File: src/rtl/swt_pkg.sv
package swt_pkg;
  // Width of the interval select field
  parameter int unsigned SWT_SEL_W = 2;
  // Field positions inside the control byte
  parameter int unsigned SEL_LSB = 3;
  parameter int unsigned OVR_BIT = 5;

  typedef struct packed {
    logic                 ovr;
    logic [SWT_SEL_W-1:0] sel;
  } swt_cfg_t;
endpackage

File: src/rtl/swt_cfg_reg.sv
module swt_cfg_reg
  import swt_pkg::*;
(
  input  logic       clk,
  input  logic       rst,
  input  logic       wr_i,
  input  logic [7:0] wdata_i,
  output swt_cfg_t   cfg_o,
  output logic [7:0] rdata_o
);
  logic unused_bits;
  assign unused_bits = ^{wdata_i[7:6], wdata_i[2:0]};

  always_ff @(posedge clk) begin
    if (rst) begin
      cfg_o <= '0;
    end else if (wr_i) begin
      cfg_o.sel <= wdata_i[SEL_LSB +: SWT_SEL_W];
      cfg_o.ovr <= wdata_i[OVR_BIT];
    end
  end

  always_comb begin
    rdata_o = '0;
    rdata_o[SEL_LSB +: SWT_SEL_W] = cfg_o.sel;
    rdata_o[OVR_BIT] = cfg_o.ovr;
  end


  cfg_capture_chk: assert property (@(posedge clk) disable iff (rst)
    (!$past(rst) && $past(wr_i)) |->
      (cfg_o.sel == $past(wdata_i[SEL_LSB +: SWT_SEL_W]) && cfg_o.ovr == $past(wdata_i[OVR_BIT])));
endmodule

File: src/rtl/swt_interval.sv
module swt_interval #(
  parameter int unsigned SEL_W     = 2,
  parameter int unsigned STEP_LOG2 = 3
) (
  input  logic             clk,
  input  logic             rst,
  input  logic             restart_i,
  input  logic             tick_i,
  input  logic [SEL_W-1:0] sel_i,
  output logic             wake_o
);
  localparam int unsigned NSEL  = 1 << SEL_W;
  localparam int unsigned CNT_W = STEP_LOG2 * (NSEL - 1);

  logic [CNT_W-1:0] cnt_q;
  logic [CNT_W-1:0] last_c;

  // Terminal count for each select: 2^(STEP_LOG2*sel) - 1
  always_comb begin
    last_c = '0;
    for (int i = 0; i < NSEL; i++) begin
      if (sel_i == SEL_W'(i)) last_c = CNT_W'((64'd1 << (STEP_LOG2 * i)) - 64'd1);
    end
  end

  always_ff @(posedge clk) begin
    if (rst) begin
      cnt_q  <= '0;
      wake_o <= 1'b0;
    end else begin
      wake_o <= 1'b0;
      if (restart_i) begin
        cnt_q <= '0;
      end else if (tick_i) begin
        if (cnt_q == last_c) begin
          cnt_q  <= '0;
          wake_o <= 1'b1;
        end else begin
          cnt_q <= cnt_q + 1'b1;
        end
      end
    end
  end


  wake_needs_tick_chk: assert property (@(posedge clk) disable iff (rst)
    (!$past(rst) && wake_o) |-> ($past(tick_i) && !$past(restart_i)));

  restart_clears_chk: assert property (@(posedge clk) disable iff (rst)
    (!$past(rst) && $past(restart_i)) |-> (cnt_q == '0 && !wake_o));

  cnt_in_range_chk: assert property (@(posedge clk) disable iff (rst)
    cnt_q <= last_c);
endmodule

File: src/rtl/swt_watchdog.sv
module swt_watchdog #(
  parameter int unsigned EXPIRES = 3
) (
  input  logic clk,
  input  logic rst,
  input  logic clear_i,
  input  logic wake_i,
  output logic bite_o
);
  localparam int unsigned EC_W = $clog2(EXPIRES + 1);
  localparam logic [EC_W-1:0] EC_LAST = EC_W'(EXPIRES - 1);

  logic [EC_W-1:0] ec_q;

  always_ff @(posedge clk) begin
    if (rst) begin
      ec_q   <= '0;
      bite_o <= 1'b0;
    end else begin
      bite_o <= 1'b0;
      if (clear_i) begin
        ec_q <= '0;
      end else if (wake_i) begin
        if (ec_q == EC_LAST) begin
          ec_q   <= '0;
          bite_o <= 1'b1;
        end else begin
          ec_q <= ec_q + 1'b1;
        end
      end
    end
  end


  bite_after_wake_chk: assert property (@(posedge clk) disable iff (rst)
    (!$past(rst) && bite_o) |-> ($past(wake_i) && !$past(clear_i)));

  clear_resets_chk: assert property (@(posedge clk) disable iff (rst)
    (!$past(rst) && $past(clear_i)) |-> (ec_q == '0 && !bite_o));

  ec_range_chk: assert property (@(posedge clk) disable iff (rst)
    ec_q <= EC_LAST);
endmodule

File: src/rtl/swt_mon_gate.sv
module swt_mon_gate (
  input  logic clk,
  input  logic rst,
  input  logic sleep_i,
  input  logic ovr_i,
  input  logic duty_i,
  output logic mon_en_o
);
  always_ff @(posedge clk) begin
    if (rst) mon_en_o <= 1'b1;
    else     mon_en_o <= !sleep_i || ovr_i || duty_i;
  end


  awake_mon_on_chk: assert property (@(posedge clk) disable iff (rst)
    !sleep_i |=> mon_en_o);

  override_mon_on_chk: assert property (@(posedge clk) disable iff (rst)
    (sleep_i && ovr_i) |=> mon_en_o);

  duty_follow_chk: assert property (@(posedge clk) disable iff (rst)
    (sleep_i && !ovr_i) |=> (mon_en_o == $past(duty_i)));
endmodule

File: src/rtl/sleep_wdt_timer.sv
module sleep_wdt_timer
  import swt_pkg::*;
#(
  parameter int unsigned STEP_LOG2   = 3,
  parameter int unsigned WDT_EXPIRES = 3
) (
  input  logic       clk,
  input  logic       rst,
  input  logic       cfg_wr_i,
  input  logic [7:0] cfg_wdata_i,
  output logic [7:0] cfg_rdata_o,
  input  logic       base_tick_i,
  input  logic       sleep_i,
  input  logic       wdt_clear_i,
  input  logic       duty_strobe_i,
  output logic       wake_pulse_o,
  output logic       wdt_reset_o,
  output logic       mon_en_o
);
  swt_cfg_t cfg;

  swt_cfg_reg u_cfg (
    .clk     (clk),
    .rst     (rst),
    .wr_i    (cfg_wr_i),
    .wdata_i (cfg_wdata_i),
    .cfg_o   (cfg),
    .rdata_o (cfg_rdata_o)
  );

  swt_interval #(
    .SEL_W     (SWT_SEL_W),
    .STEP_LOG2 (STEP_LOG2)
  ) u_interval (
    .clk       (clk),
    .rst       (rst),
    .restart_i (cfg_wr_i),
    .tick_i    (base_tick_i),
    .sel_i     (cfg.sel),
    .wake_o    (wake_pulse_o)
  );

  swt_watchdog #(
    .EXPIRES (WDT_EXPIRES)
  ) u_wdt (
    .clk     (clk),
    .rst     (rst),
    .clear_i (wdt_clear_i),
    .wake_i  (wake_pulse_o),
    .bite_o  (wdt_reset_o)
  );

  swt_mon_gate u_mon (
    .clk      (clk),
    .rst      (rst),
    .sleep_i  (sleep_i),
    .ovr_i    (cfg.ovr),
    .duty_i   (duty_strobe_i),
    .mon_en_o (mon_en_o)
  );
endmodule

File: config.mk
export PLATFORM = sky130hd
export DESIGN_NAME = sleep_wdt_timer
export DESIGN_NICKNAME = d
export VERILOG_FILES = /design/src/rtl/swt_pkg.sv /design/src/rtl/swt_cfg_reg.sv /design/src/rtl/swt_interval.sv /design/src/rtl/swt_watchdog.sv /design/src/rtl/swt_mon_gate.sv /design/src/rtl/sleep_wdt_timer.sv
export SDC_FILE = /design/constraint.sdc
export NUM_CORES = 1
export LEC_CHECK = 0
export BUFFER_PORTS_ARGS = -buffer_cell sky130_fd_sc_hd__buf_2
export CAP_MARGIN = 20
export CORE_MARGIN = 1.5
export CORE_UTILIZATION = 50
export CTS_BUF_LIST = sky130_fd_sc_hd__clkbuf_2
export CTS_CLUSTER_SIZE = 30
export DETAILED_ROUTE_END_ITERATION = 12
export PLACE_DENSITY = 0.79
export SLEW_MARGIN = 20
export SYNTH_ARGS = -nofsm -noshare
export SYNTH_HDL_FRONTEND = slang
export SYNTH_SLANG_ARGS = --single-unit
File: constraint.sdc
create_clock -name clk -period 3.05 [get_ports clk]
set_input_delay 0.305 -clock clk [delete_from_list [all_inputs] [get_ports clk]]
set_output_delay 0.305 -clock clk [all_outputs]
set_load 0.01 [all_outputs]
=== Word-level counts from Yosys, hierarchy flattened ===
Cells that the tools add are included.

* Flip-flop bits (word level): 17
* Input port bits: 15
* Output and inout bits: 11
* Word-level logic and storage cells: 30

* Add/subtract/negate cells: 2
* Equality and inequality tests: 5
* Mux-type cells: 7
* Bitwise gates (word level): 2
* Reductions and logical operators: 7

{| class="wikitable"
|+ Operators by type and width
! cell !! count
|-
| 9-bit 2-to-1 mux || 2
|-
| 9-bit by 1-bit adder with 9-bit output, second input constant || 1
|-
| 9-bit equality test || 1
|-
| 2-bit equality test, second input constant || 3
|-
| 6-bit 2-to-1 mux || 1
|-
| 3-bit OR reduction || 2
|-
| 2-bit OR reduction || 2
|-
| 3-bit 2-to-1 mux || 1
|-
| 2-bit by 1-bit adder with 2-bit output, second input constant || 1
|-
| 2-bit by 1-bit equality test with 1-bit output, second input constant || 1
|-
| 1-bit logical OR || 2
|-
| 1-bit 2-to-1 mux || 2
|-
| 2-bit 2-to-1 mux || 1
|-
| 1-bit NOT || 2
|-
| 1-bit logical NOT || 1
|}

=== Longest topological paths before layout ===
Gate-level depths: netlist of the first run.

* Depth in word-level cells: 6
* Depth in mapped cells: 5
* Mapped depth without buffers: 5

=== Cells and area by module ===
A second synthesis of the first run with hierarchy kept.

* Cell total of the unflattened synthesis: 95
* Area total of the unflattened synthesis: 880.8 µm²

{| class="wikitable"
|+ Modules (own cells, without submodules)
! module !! times used !! cells an instance !! area each (µm²) !! sequential area each (µm²)
|-
| swt_interval || 1 || 64 || 566.8 || 200.2
|-
| swt_cfg_reg || 1 || 18 || 165.2 || 60.1
|-
| swt_watchdog || 1 || 11 || 118.9 || 60.1
|-
| swt_mon_gate || 1 || 2 || 30.0 || 20.0
|}

=== Least setup slack after synthesis of the first run ===
OpenSTA, ideal clock, no wires.

* Path kind: reg-to-reg
* Start point: reg u_interval.cnt_q[0]
* End point: reg u_interval.wake_o
* Library setup time: 0.073 ns
* Data arrival time: 1.307 ns
* Data required time: 2.977 ns
* Path slack: 1.670 ns
* Cell stages (with the launch flop): 5
* Path buffers: 0
* Clock period less this slack: 1.380 ns
* Cells stage by stage: dfxtp_1 or3_1 o31ai_2 o2111a_2 nor3b_2

* Word-level cells in the longest chain between the ends: 2

{| class="wikitable"
|+ RTL lines
! element !! line !! text
|-
| start: declaration || swt_interval.sv:15 || <nowiki>logic [CNT_W-1:0] cnt_q;</nowiki>
|-
| start signal: assignment || swt_interval.sv:39 || <nowiki>cnt_q <= cnt_q + 1'b1;</nowiki>
|-
| 9-bit equality test || swt_interval.sv:35 || <nowiki>if (cnt_q == last_c) begin</nowiki>
|-
| 1-bit 2-to-1 mux || swt_interval.sv:35 ||
|-
| end signal: assignment || swt_interval.sv:29 || <nowiki>wake_o <= 1'b0;</nowiki>
|-
| end signal: assignment || swt_interval.sv:31 || <nowiki>wake_o <= 1'b0;</nowiki>
|-
| end signal: assignment || swt_interval.sv:37 || <nowiki>wake_o <= 1'b1;</nowiki>
|-
| end: declaration || swt_interval.sv:10 || <nowiki>output logic wake_o</nowiki>
|}

No other way between the ends.
A chain may end at the register's enable or synchronous reset.

=== Final worst setup path of the first run ===
Ends and elaborated chain as after synthesis.

==> out/metrics.csv, run 1 <==
stage,metric,value,unit
status,status,completed,
setup_path,crit path DAT,1820,ps
floorplanning,Die Y,42.8,um
yosys,post-synth cell types,26,
timing,RSZ-0062 raised after global routing,false,
yosys,syn avg cell area,9.12,um^2
timing,fmax,0.637,GHz
layout,Finished Layout Cells,116,
floorplanning,Top Ports,26,
placement,Placed Cells incl. Taps,112,
timing,Final Hold Fails,0,
placement,Final GP Congestion,0.807,
power_and_ir_drop,PwrDens,438,nW/um^2
clock_network,CTS resizes,0,
setup_path,"Largest stage delay, worst path",400,ps
yosys,register area share after synthesis,42.9,%
yosys,compound-gate portion of the synthesized area,7.41,%
setup_path,CP Class,flop to flop,
yosys,synthesized cell area,793,um^2
global_route,first-pass GRT wire length,2330,um
floorplanning,Die ar.,1830,um^2
timing,final worst slack,1480,ps
global_route,largest net degree at the start of global routing,18,
layout,Area Overhead vs Synth,8.68,%
floorplanning,initial core utilization,53.3,%
setup_path,crit-path leading delay family,simple AND/OR/NAND/NOR gates,
layout,share of cells above drive strength 1,23.0,%
setup_path,Crit Path Max Fanout,8,
drt,drt total wl,1420,um
yosys,Synth Warn #,0,
drt,drt first-iter violations,11,
yosys,Synth area leaders,"dfxtp_1 (43%), nor4_1 (6.3%), nor3_1 (5.7%)",
placement,Post-DP HPWL,1030,um
placement,DP Area,842,um^2
yosys,Post-Synth Adder-Cell Area,1.58,%
clock_network,CTS tree,yes,
power_and_ir_drop,Peak VDD IR,0.253,mV
drt,Antenna Violating Nets Remaining,0,
global_route,initial antenna violation count,0,
yosys,post-synth top area share,42.9,%
yosys,Synth Instances,87,
setup_path,Critical-path top delay cell,or3_1,
timing,# setup viols final,0,
clock_network,clk_lat worst skew,300,ps
yosys,Synth area leader,dfxtp_1,
setup_path,WP data required,3300,ps
placement,number of I/O port buffers,15,
power_and_ir_drop,Power Total,0.378,mW
timing,period utilization,51.5,%
clock_network,CTS root buf,clkbuf_2,
floorplanning,row cnt,14,
clock_network,clk sinks,17,
drt,Pre-antenna DRT Iters,4,
flow_run,Max Cap Viol,0,
setup_path,Worst Setup Start Kind,flop,
clock_network,hold buffer count at cts,0,
placement,pre-CTS setup slack,1520,ps
drt,drt via density,5.53,
clock_network,Worst-path clk slew,160,ps
timing,min cycle time layout,1570,ps
timing,Final Skew,5.19,ps
timing,Max Slew Vio Count,0,
clock_network,H-Tree Depth,1,
drt,drt drc,0,
global_route,GRT Util Overall,17.1,%
layout,ant diodes,0,
floorplanning,die width,42.8,um
yosys,post-synthesis mux area share,5.05,%
setup_path,critical-path cell list,"or3_1, o31ai_2, o2111a_2, nor3b_2",
yosys,Simple-Gate Fraction of Synth Area,25.6,%
yosys,Yosys reg bits,17,
power_and_ir_drop,leakage power,0.339,nW
layout,nets@finish,117,
global_route,grt total ovfl,0,
clock_network,CTS Buffer Depth,2,
floorplanning,core area,1490,um^2
global_route,vias in the first global route,563,
clock_network,Num CTS Buffers,3,
drt,WL/cell,12.3,um
setup_path,CP bufs+invs,0,
drt,via count,641,
clock_network,Post-CTS Setup Inserts,0,
timing,Fin Setup TNS,0,ps
hold_path,Min-Delay Path Class,primary input to flop,
setup_path,CP endpoint kind,flop,
yosys,Synth Area in XOR/XNOR,8.83,%
layout,"Design Area, Final",862,um^2
yosys,largest family of logic cells by synthesized area,simple AND/OR/NAND/NOR gates,
[metal layers]
metal  wire length, um  global-route usage (%)
met2               648                    27.6
met5                 0                       0
met1               668                    20.8
met3                61                    2.55
met4                43                    11.3
[final timing paths]
| path | from | endpoint | slack (ps) | cells after the start |
|---|---|---|---|---|
| hold / removal | wdt_clear_i | u_wdt.bite_o | 180 | 2 |
| setup reg to reg | u_interval.cnt_q[0] | u_interval.wake_o | 1480 | 4 |
| hold reg to reg | u_cfg.cfg_o[2] | u_mon.mon_en_o | 510 | 1 |
| setup / recovery | u_interval.cnt_q[0] | u_interval.wake_o | 1480 | 4 |
[stage by stage]
step | hold WS (ps) | utilization, %
after CTS | 166 | 57.9
after global placement | 455 | 56.6
after global routing | 173 | 57.9
after detailed placement | 469 | 56.6
after floorplan | 382 | -
final | 180 | 57.9
[synthesized netlist by cell type]
| cell | number |
|---|---|
| ha_1 | 1 |
| nor4_1 | 8 |
| buf_2 | 1 |
| or4b_2 | 1 |
| nand4_1 | 2 |
| clkbuf_1 | 3 |
| buf_4 | 6 |
| a21oi_1 | 2 |
| xor2_1 | 3 |
| nand2_1 | 8 |
| o2111a_2 | 1 |
| nor3_1 | 9 |
| mux2i_1 | 4 |
| nor2b_1 | 1 |
| o31ai_2 | 1 |
| a211o_1 | 1 |
| nor3b_2 | 1 |
| nor2_1 | 6 |
| conb_1 | 1 |
| nand3b_1 | 1 |
| or3_1 | 1 |
| o2111ai_1 | 1 |
| dfxtp_1 | 17 |
| xnor2_1 | 5 |
| o22ai_1 | 1 |
| inv_1 | 1 |
[cell families (layout without fill, tap and decap cells)]
logic type	after synthesis	in the layout
AOI/OAI and AO/OA	7	7
xor gates and xnor gates	8	8
adders and majority gates	1	1
buffers and inverters	11	20
DFF	17	17
muxes	4	4
other	1	5
and+or+nand+nor	38	38
[final cells by class]
cell class	count	area [um^2]
timing repair buffer	15	75.1
clock buffer	4	20.0
sequential	17	340
multi-input combinational	63	403
fill	140	627
inverter	1	3.75
tap	16	20.0
[worst reg2reg max path, stage by stage, from the launching register on]
cell and delay, ps:
dfxtp_1 390, or3_1 400, o31ai_2 210, o2111a_2 340, nor3b_2 180
[placed cells by master (no fill, tap or decap), drive strengths merged]
| cell type | n |
|---|---|
| mux2i | 4 |
| o2111ai | 1 |
| o22ai | 1 |
| xor2 | 3 |
| or4b | 1 |
| a211o | 1 |
| nor2b | 1 |
| inv | 1 |
| nand2 | 8 |
| conb | 5 |
| buf | 15 |
| a21oi | 2 |
| dfxtp | 17 |
| or3 | 1 |
| clkbuf | 4 |
| xnor2 | 5 |
| nand4 | 2 |
| nor4 | 8 |
| o31ai | 1 |
| nor3 | 9 |
| o2111a | 1 |
| nor2 | 6 |
| nor3b | 1 |
| nand3b | 1 |
| ha | 1 |
[flip-flops by register name, summed over array words and instances (netlist names)]
signal,count
u_interval.cnt_q,9
u_wdt.ec_q,2
u_mon.mon_en_o,1
u_interval.wake_o,1
u_wdt.bite_o,1
u_cfg.cfg_o,3
[power by group]
| group | switching [mW] | internal (mW) |
|---|---|---|
| clock | 0.0722 | 0.0347 |
| combinational | 0.0224 | 0.0162 |
| sequential | 0.00551 | 0.227 |
Power figures use the tool's default switching activity.
==> run 2, diff against run 1 <==
CORE_UTILIZATION = 46   (was 50)
PLACE_DENSITY = 0.77   (was 0.79)
clock period = 1.3 ns   (was 3.05 ns; I/O delays follow)
==> run 2 against run 1 <==
The run now ends with DRC, setup timing left. Power increased by 140%. Clock power increased by 130%. Global-route usage is 3.3 points higher. Clock-buffer cell count is 1 lower. Combinational power grew to 3.2 times the previous value. Utilization increased by 5.1 points. Sequential power rose by 130%. Final cell count is 7.8% higher. Via count up 4.7%. Critical path depth is the same. Register-to-register slack got worse by 1700 ps. Largest power group unchanged.
==> out/metrics.csv, run 2 (synthesis results as in run 1) <==
stage,metric,value,unit,change
floorplanning,die width,44.5,um,+4.0%
setup_path,CP bufs+invs,0,,unchanged
drt,drt drc,1,,+1
clock_network,clk_lat worst skew,310,ps,about the same
power_and_ir_drop,leakage power,0.389,nW,+15%
layout,ant diodes,0,,unchanged
setup_path,Critical-path top delay cell,or3_4,,
layout,Fillers,115,,-18%
power_and_ir_drop,Flop pwr share,60.0,%,-1.5 points
floorplanning,core area,1560,um^2,+4.7%
timing,final worst slack,-203,ps,-1680 ps
placement,DP Area,903,um^2,+7.3%
drt,drt first-iter violations,7,,-4
timing,Final Skew,2.39,ps,-2.80 ps
global_route,initial antenna violation count,0,,unchanged
global_route,first-pass GRT wire length,2870,um,+23%
power_and_ir_drop,Peak VDD IR,0.795,mV,+210%
drt,drt via density,5.37,,-2.9%
power_and_ir_drop,net switching power,0.250,mW,+150%
timing,Final Hold Fails,0,,unchanged
drt,Pre-antenna DRT Iters,9,,+5
layout,Largest regs,"u_interval.cnt_q (9), u_cfg.cfg_o (3), u_wdt.ec_q (2)",,
floorplanning,initial core utilization,50.9,%,-2.4 points
floorplanning,Die ar.,1980,um^2,+8.1%
floorplanning,row cnt,14,,unchanged
setup_path,CP Class,flop to flop,,
global_route,vias in the first global route,675,,+20%
timing,# setup viols final,8,,+8
status,violated checks,"DRC, setup timing",,
clock_network,CTS Buffer Depth,2,,unchanged
clock_network,clk sinks,17,,unchanged
setup_path,Crit Path Max Fanout,8,,unchanged
clock_network,Num CTS Buffers,3,,unchanged
global_route,grt total ovfl,0,,unchanged
placement,Final GP Congestion,0.811,,+0.50%
global_route,largest net degree at the start of global routing,17,,-1
power_and_ir_drop,Comb pwr share,13.5,%,+3.3 points
floorplanning,Top Ports,26,,unchanged
clock_network,CTS root buf,clkbuf_2,,
clock_network,CTS tree,yes,,
setup_path,critical-path cell list,"or3_4, o31ai_4, o2111a_2, nor3b_2",,
layout,Area Overhead vs Synth,23.8,%,
setup_path,crit path DAT,1760,ps,-60 ps
drt,Antenna Violating Nets Remaining,0,,unchanged
power_and_ir_drop,Int Power,0.659,mW,+140%
layout,max reg flops,9,,unchanged
global_route,GRT Util Overall,20.4,%,+3.3 points
layout,"most common cell after layout, fill and taps aside",buf_2,,
layout,nets@finish,126,,+7.7%
layout,share of cells above drive strength 1,36.7,%,+14 points
setup_path,crit-path leading delay family,simple AND/OR/NAND/NOR gates,,
floorplanning,Die Y,44.5,um,+4.0%
placement,Post-DP HPWL,1150,um,+12%
power_and_ir_drop,Clk network pwr share,26.5,%,-1.8 points
timing,period utilization,116,%,+64 points
setup_path,WP data required,1560,ps,-1740 ps
power_and_ir_drop,sw frac,27.5,%,+0.99 points
timing,fmax,0.665,GHz,+4.5%
timing,min cycle time layout,1500,ps,-67.9 ps
status,status,"finished, violations left",,
timing,Max Slew Vio Count,0,,unchanged
placement,pre-CTS setup slack,-108,ps,-1620 ps
drt,WL/cell,14.1,um,+15%
layout,area of the multi-input gates,440,um^2,+9.3%
setup_path,Worst Setup Start Kind,flop,,
drt,via count,671,,+4.7%
timing,RSZ-0062 raised after global routing,true,,
setup_path,CP endpoint kind,flop,,
flow_run,Max Cap Viol,0,,unchanged
drt,drt total wl,1760,um,+24%
layout,"Design Area, Final",982,um^2,+14%
setup_path,"Largest stage delay, worst path",400,ps,about the same
hold_path,Min-Delay Path Class,primary input to flop,,
layout,FF+latch area,345,um^2,+1.5%
timing,Fin Hold WS,3.15,ps,-176 ps
clock_network,Worst-path clk slew,160,ps,about the same
clock_network,H-Tree Depth,1,,unchanged
placement,number of I/O port buffers,15,,unchanged
layout,Largest Register,u_interval.cnt_q,,
power_and_ir_drop,PwrDens,925,nW/um^2,+110%
layout,most frequent cells in the layout,"buf_2 (15), dfxtp_1 (13), nand2_1 (8), nor3_1 (8)",,
-- run 2: cell types whose count changed in the layout (fill, tap and decap cells not counted), sizes merged --
cell | before | now
buf | 15 | 23
clkbuf | 4 | 3
clkinv | 0 | 1
dlygate4sd3 | 0 | 1
-- run 2: worst paths after layout --
check,startpoint,to,slack [ps],cells after the start
worst min register to register,u_cfg.cfg_o[2],u_mon.mon_en_o,510,1
worst min-delay path,duty_strobe_i,u_mon.mon_en_o,3,2
worst max register to register,u_interval.cnt_q[2],u_interval.wake_o,-200,4
worst max-delay path,u_interval.cnt_q[2],u_interval.wake_o,-200,4
-- run 2: metrics by stage --
step	setup TNS [ps]	power, mW	instances	util (%)
finish	-1220	0.909	125	63.0
global route	-1450	0.932	125	63.0
CTS	-712	0.888	127	61.6
detailed placement	-563	0.659	120	57.9
global placement	-428	0.655	120	57.9
floorplan	-161	0.628	91	-
-- run 2: layout make-up --
cell class                      instances  area share [%]
Clock buffer                            3            1.53
Clock inverter                          1           0.510
Inverter                                1           0.382
Multi-Input combinational cell         63            44.8
Sequential cell                        17            35.2
Tap cell                               16            2.04
Timing Repair Buffer                   24            15.5
-- run 2: layer usage --
metal  wire length (um)  global-route usage (%)  vias to the layer above  share of wire [%]
met4                 58                    13.9                        0                3.3
li1                   -                       -                      344                  -
met2                857                    34.8                       24                 49
met1                769                    23.4                      296                 44
met3                 74                    2.45                        7                4.2
met5                  0                       0                        -                  0
-- run 2: power by group through the flow --
stage / sequential (mW) / combinational (mW) / clock, mW
after detailed placement: 0.553 / 0.106 / 0
after global routing: 0.547 / 0.132 / 0.254
final: 0.545 / 0.123 / 0.241
after floorplan: 0.557 / 0.0714 / 0
after CTS: 0.542 / 0.110 / 0.235
after global placement: 0.553 / 0.102 / 0
-- run 2: repair_timing --
item                                    CTS  global route
pin swaps                                 4             4
hold endpoints to repair                  2             0
endpoints found under the setup margin    9            11
setup buffers                             2             0
hold buffers                              1             0
resized for setup                         3             8
==> run 3, diff against run 2 <==
CORE_UTILIZATION = 47   (was 46)
GPL_ROUTABILITY_DRIVEN = 0   (was default)
SYNTH_HIERARCHICAL = 1   (was default)
==> run 3 against run 2 <==
The flow finishes with violations (setup timing). Sequential share of layout area fell by 2.6 points. Die area increased by 8.1%. Area after synthesis is 11% higher. Utilization shrank 2.3 points. Sequential power up 0.9%. Critical path depth did not move. Largest cell class unchanged.
==> out/metrics.csv, run 3 <==
stage,metric,value,unit,change
setup_path,CP bufs+invs,0,,unchanged
power_and_ir_drop,PwrDens,881,nW/um^2,-4.8%
setup_path,Crit Path Max Fanout,7,,-1
setup_path,CP Class,flop to flop,,
timing,Max Slew Vio Count,0,,unchanged
setup_path,Critical R2R Capture,u_interval/cnt_q[1],,
yosys,Yosys reg bits,17,,unchanged
global_route,vias in the first global route,641,,-5.0%
timing,final worst slack,-98.6,ps,+104 ps
floorplanning,die width,46.3,um,+4.0%
setup_path,R2R depth,4,,unchanged
yosys,"top cells by count, synth","dfxtp_1 (17), buf_4 (9), a21oi_1 (8), nor2_1 (8), nand2_1 (6)",,
floorplanning,Die ar.,2140,um^2,+8.1%
global_route,initial antenna violation count,0,,unchanged
yosys,Synth Flop Type,dfxtp_1,,
power_and_ir_drop,leakage power,0.414,nW,+6.6%
layout,"most common cell after layout, fill and taps aside",buf_2,,
power_and_ir_drop,Peak VDD IR,0.566,mV,-29%
setup_path,crit-path leading delay family,compound AO/OA/AOI/OAI gates,,
layout,nets@finish,135,,+7.1%
global_route,GRT Util Overall,18.7,%,-1.6 points
clock_network,CTS tree,yes,,
layout,Area Overhead vs Synth,20.3,%,
yosys,syn avg cell area,9.27,um^2,+1.7%
hold_path,Min-Delay Path Class,primary input to flop,,
layout,share of cells above drive strength 1,33.9,%,-2.8 points
layout,Fillers,169,,+47%
yosys,"Async S/R FF share, synth",0,%,unchanged
clock_network,CTS Buffer Depth,2,,unchanged
global_route,first-pass GRT wire length,2760,um,-3.8%
yosys,Synth Instances,95,,+9.2%
floorplanning,Die Y,46.3,um,+4.0%
layout,ant diodes,0,,unchanged
drt,drt drc,0,,-1
yosys,register area share after synthesis,38.6,%,-4.3 points
placement,Post-DP HPWL,1290,um,+11%
layout,Largest regs,"u_interval/cnt_q (9), u_cfg/cfg_o (3), u_wdt/ec_q (2)",,
power_and_ir_drop,sw frac,27.5,%,+0.055 points
layout,"Design Area, Final",1060,um^2,+7.9%
drt,drt via density,5.13,,-4.5%
flow_run,Max Cap Viol,0,,unchanged
timing,RSZ-0062 raised after global routing,true,,
setup_path,critical-path cell list,"or3b_4, a21oi_4, o32a_4, a21oi_1",,
yosys,Synth Warn #,6,,+6
status,violated checks,setup timing,,
power_and_ir_drop,Clk network pwr share,26.0,%,-0.5 points
hold_path,Hold EP,u_cfg/cfg_o[2],,
timing,min cycle time layout,1400,ps,-104 ps
drt,drt total wl,1770,um,+0.28%
setup_path,"Largest stage delay, worst path",400,ps,about the same
layout,max reg flops,9,,unchanged
status,status,"finished, violations left",,
timing,Final Skew,16.7,ps,+14.4 ps
drt,Antenna Violating Nets Remaining,0,,unchanged
yosys,post-synth top area share,38.6,%,-4.3 points
power_and_ir_drop,Comb pwr share,15.0,%,+1.5 points
placement,DP Area,990,um^2,+9.6%
timing,fmax,0.715,GHz,+7.4%
floorplanning,core area,1750,um^2,+12%
clock_network,Worst-path clk slew,180,ps,+20 ps
layout,Largest Register,u_interval/cnt_q,,
power_and_ir_drop,Flop pwr share,58.9,%,-1.1 points
drt,Pre-antenna DRT Iters,4,,-5
floorplanning,initial core utilization,50.5,%,-0.42 points
setup_path,Critical-path top delay cell,dfxtp_2,,
hold_path,source of the worst hold timing path,cfg_wdata_i[5],,
yosys,post-synth cell types,34,,+31%
layout,Finished Layout Cells,143,,+14%
yosys,most common cell in the synthesized netlist,dfxtp_1,,
drt,drt first-iter violations,15,,+8
placement,pre-CTS setup slack,-53.8,ps,+54.0 ps
yosys,Synth area leader,dfxtp_1,,
placement,number of I/O port buffers,15,,unchanged
clock_network,H-Tree Depth,1,,unchanged
timing,# setup viols final,8,,unchanged
yosys,Synth area leaders,"dfxtp_1 (39%), buf_4 (7.7%), xnor2_1 (5.0%)",,
timing,period utilization,108,%,-8.0 points
setup_path,Worst Setup Start Kind,flop,,
yosys,"EDFF count, synth",0,,unchanged
clock_network,Num CTS Buffers,3,,unchanged
setup_path,CP endpoint kind,flop,,
floorplanning,row cnt,15,,+1
clock_network,CTS root buf,clkbuf_2,,
timing,Fin Hold WS,58.5,ps,+55.4 ps
setup_path,reg2reg setup slack,-100,ps,+100 ps
clock_network,clk_lat worst skew,310,ps,about the same
floorplanning,Top Ports,26,,unchanged
global_route,grt total ovfl,0,,unchanged
timing,Final Hold Fails,0,,unchanged
drt,WL/cell,12.3,um,-12%
hold_path,hold depth,3,,+1
yosys,synthesized cell area,881,um^2,+11%
clock_network,clk sinks,17,,unchanged
global_route,largest net degree at the start of global routing,11,,-6
setup_path,R2R Path Start,u_cfg/cfg_o[0],,
setup_path,crit path DAT,1600,ps,-160 ps
power_and_ir_drop,net switching power,0.257,mW,+2.9%
power_and_ir_drop,Int Power,0.677,mW,+2.7%
drt,via count,733,,+9.2%
placement,Placed Cells incl. Taps,137,,+14%
setup_path,WP data required,1500,ps,-60 ps
layout,most frequent cells in the layout,"buf_2 (15), dfxtp_1 (13), buf_4 (8), nor2_1 (8), a21oi_1 (7)",,
==> run 3: per-stage QoR <==
stage | power [mW] | setup TNS [ps] | util (%)
after floorplan | 0.655 | 0 | -
after global placement | 0.684 | -162 | 56.7
after detailed placement | 0.688 | -353 | 56.7
after CTS | 0.930 | -266 | 59.2
after global routing | 0.981 | -928 | 60.7
final | 0.934 | -637 | 60.7
==> run 3: worst register-to-register path, cell delays in order (launching register included) <==
cell,delay (ps)
dfxtp_2,400
or3b_4,400
a21oi_4,180
o32a_4,240
a21oi_1,70
==> run 3: worst max-delay path by stage <==
| stage | startpoint | to | slack (ps) | depth (start not counted) |
|---|---|---|---|---|
| final | u_cfg/cfg_o[0] | u_interval/cnt_q[1] | -100 | 4 |
| after global routing | u_cfg/cfg_o[0] | u_interval/cnt_q[0] | -130 | 4 |
| after CTS | u_cfg/cfg_o[0] | u_interval/cnt_q[4] | -40 | 4 |
| after detailed placement | u_cfg/cfg_o[0] | u_interval/cnt_q[4] | -50 | 4 |
| after global placement | u_cfg/cfg_o[0] | u_interval/cnt_q[8] | -30 | 4 |
| after floorplan | u_cfg/cfg_o[0] | u_interval/cnt_q[0] | 30 | 4 |
==> run 3: logic make-up after synthesis <==
group                      synth area share (%)
DFF                                        38.6
AOI/OAI and AO/OA                          15.6
and+or+nand+nor                            22.7
other                                     0.426
muxes                                      4.55
buffers and inverters                      8.66
xor gates and xnor gates                   7.95
adders and majority gates                  1.42
==> run 3: repair_timing <==
action	CTS	global route
setup buffers	0	0
pin swaps	1	2
hold endpoints to repair	3	0
gates cloned	0	0
hold buffers	2	0
endpoints found under the setup margin	8	8
gates resized for setup	3	6
==> run 3: power by group through the flow <==
stage	Combinational (mW)	Sequential, mW	Clock (mW)
after floorplan	0.0949	0.560	0
after global placement	0.126	0.558	0
after detailed placement	0.129	0.559	0
after CTS	0.134	0.549	0.247
after global routing	0.157	0.553	0.271
final	0.141	0.550	0.243
==> run 3: cell type report <==
| cell class | count | area (um^2) | share of cell area (%) |
|---|---|---|---|
| Clock buffer | 3 | 15.0 | 1.42 |
| Inverter | 1 | 3.75 | 0.354 |
| Clock inverter | 1 | 5.00 | 0.472 |
| Multi-Input combinational cell | 71 | 504 | 47.6 |
| Tap cell | 25 | 31.3 | 2.95 |
| Timing Repair Buffer | 25 | 155 | 14.6 |
| Sequential cell | 17 | 345 | 32.6 |
==> run 3: metal layers <==
metal  vias up  track usage (%)  wire, um
li1        372                -         -
met1       345             21.3       814
met2        12             31.7       881
met3         4             4.71        45
met4         0             10.3        23
met5         -                0         0
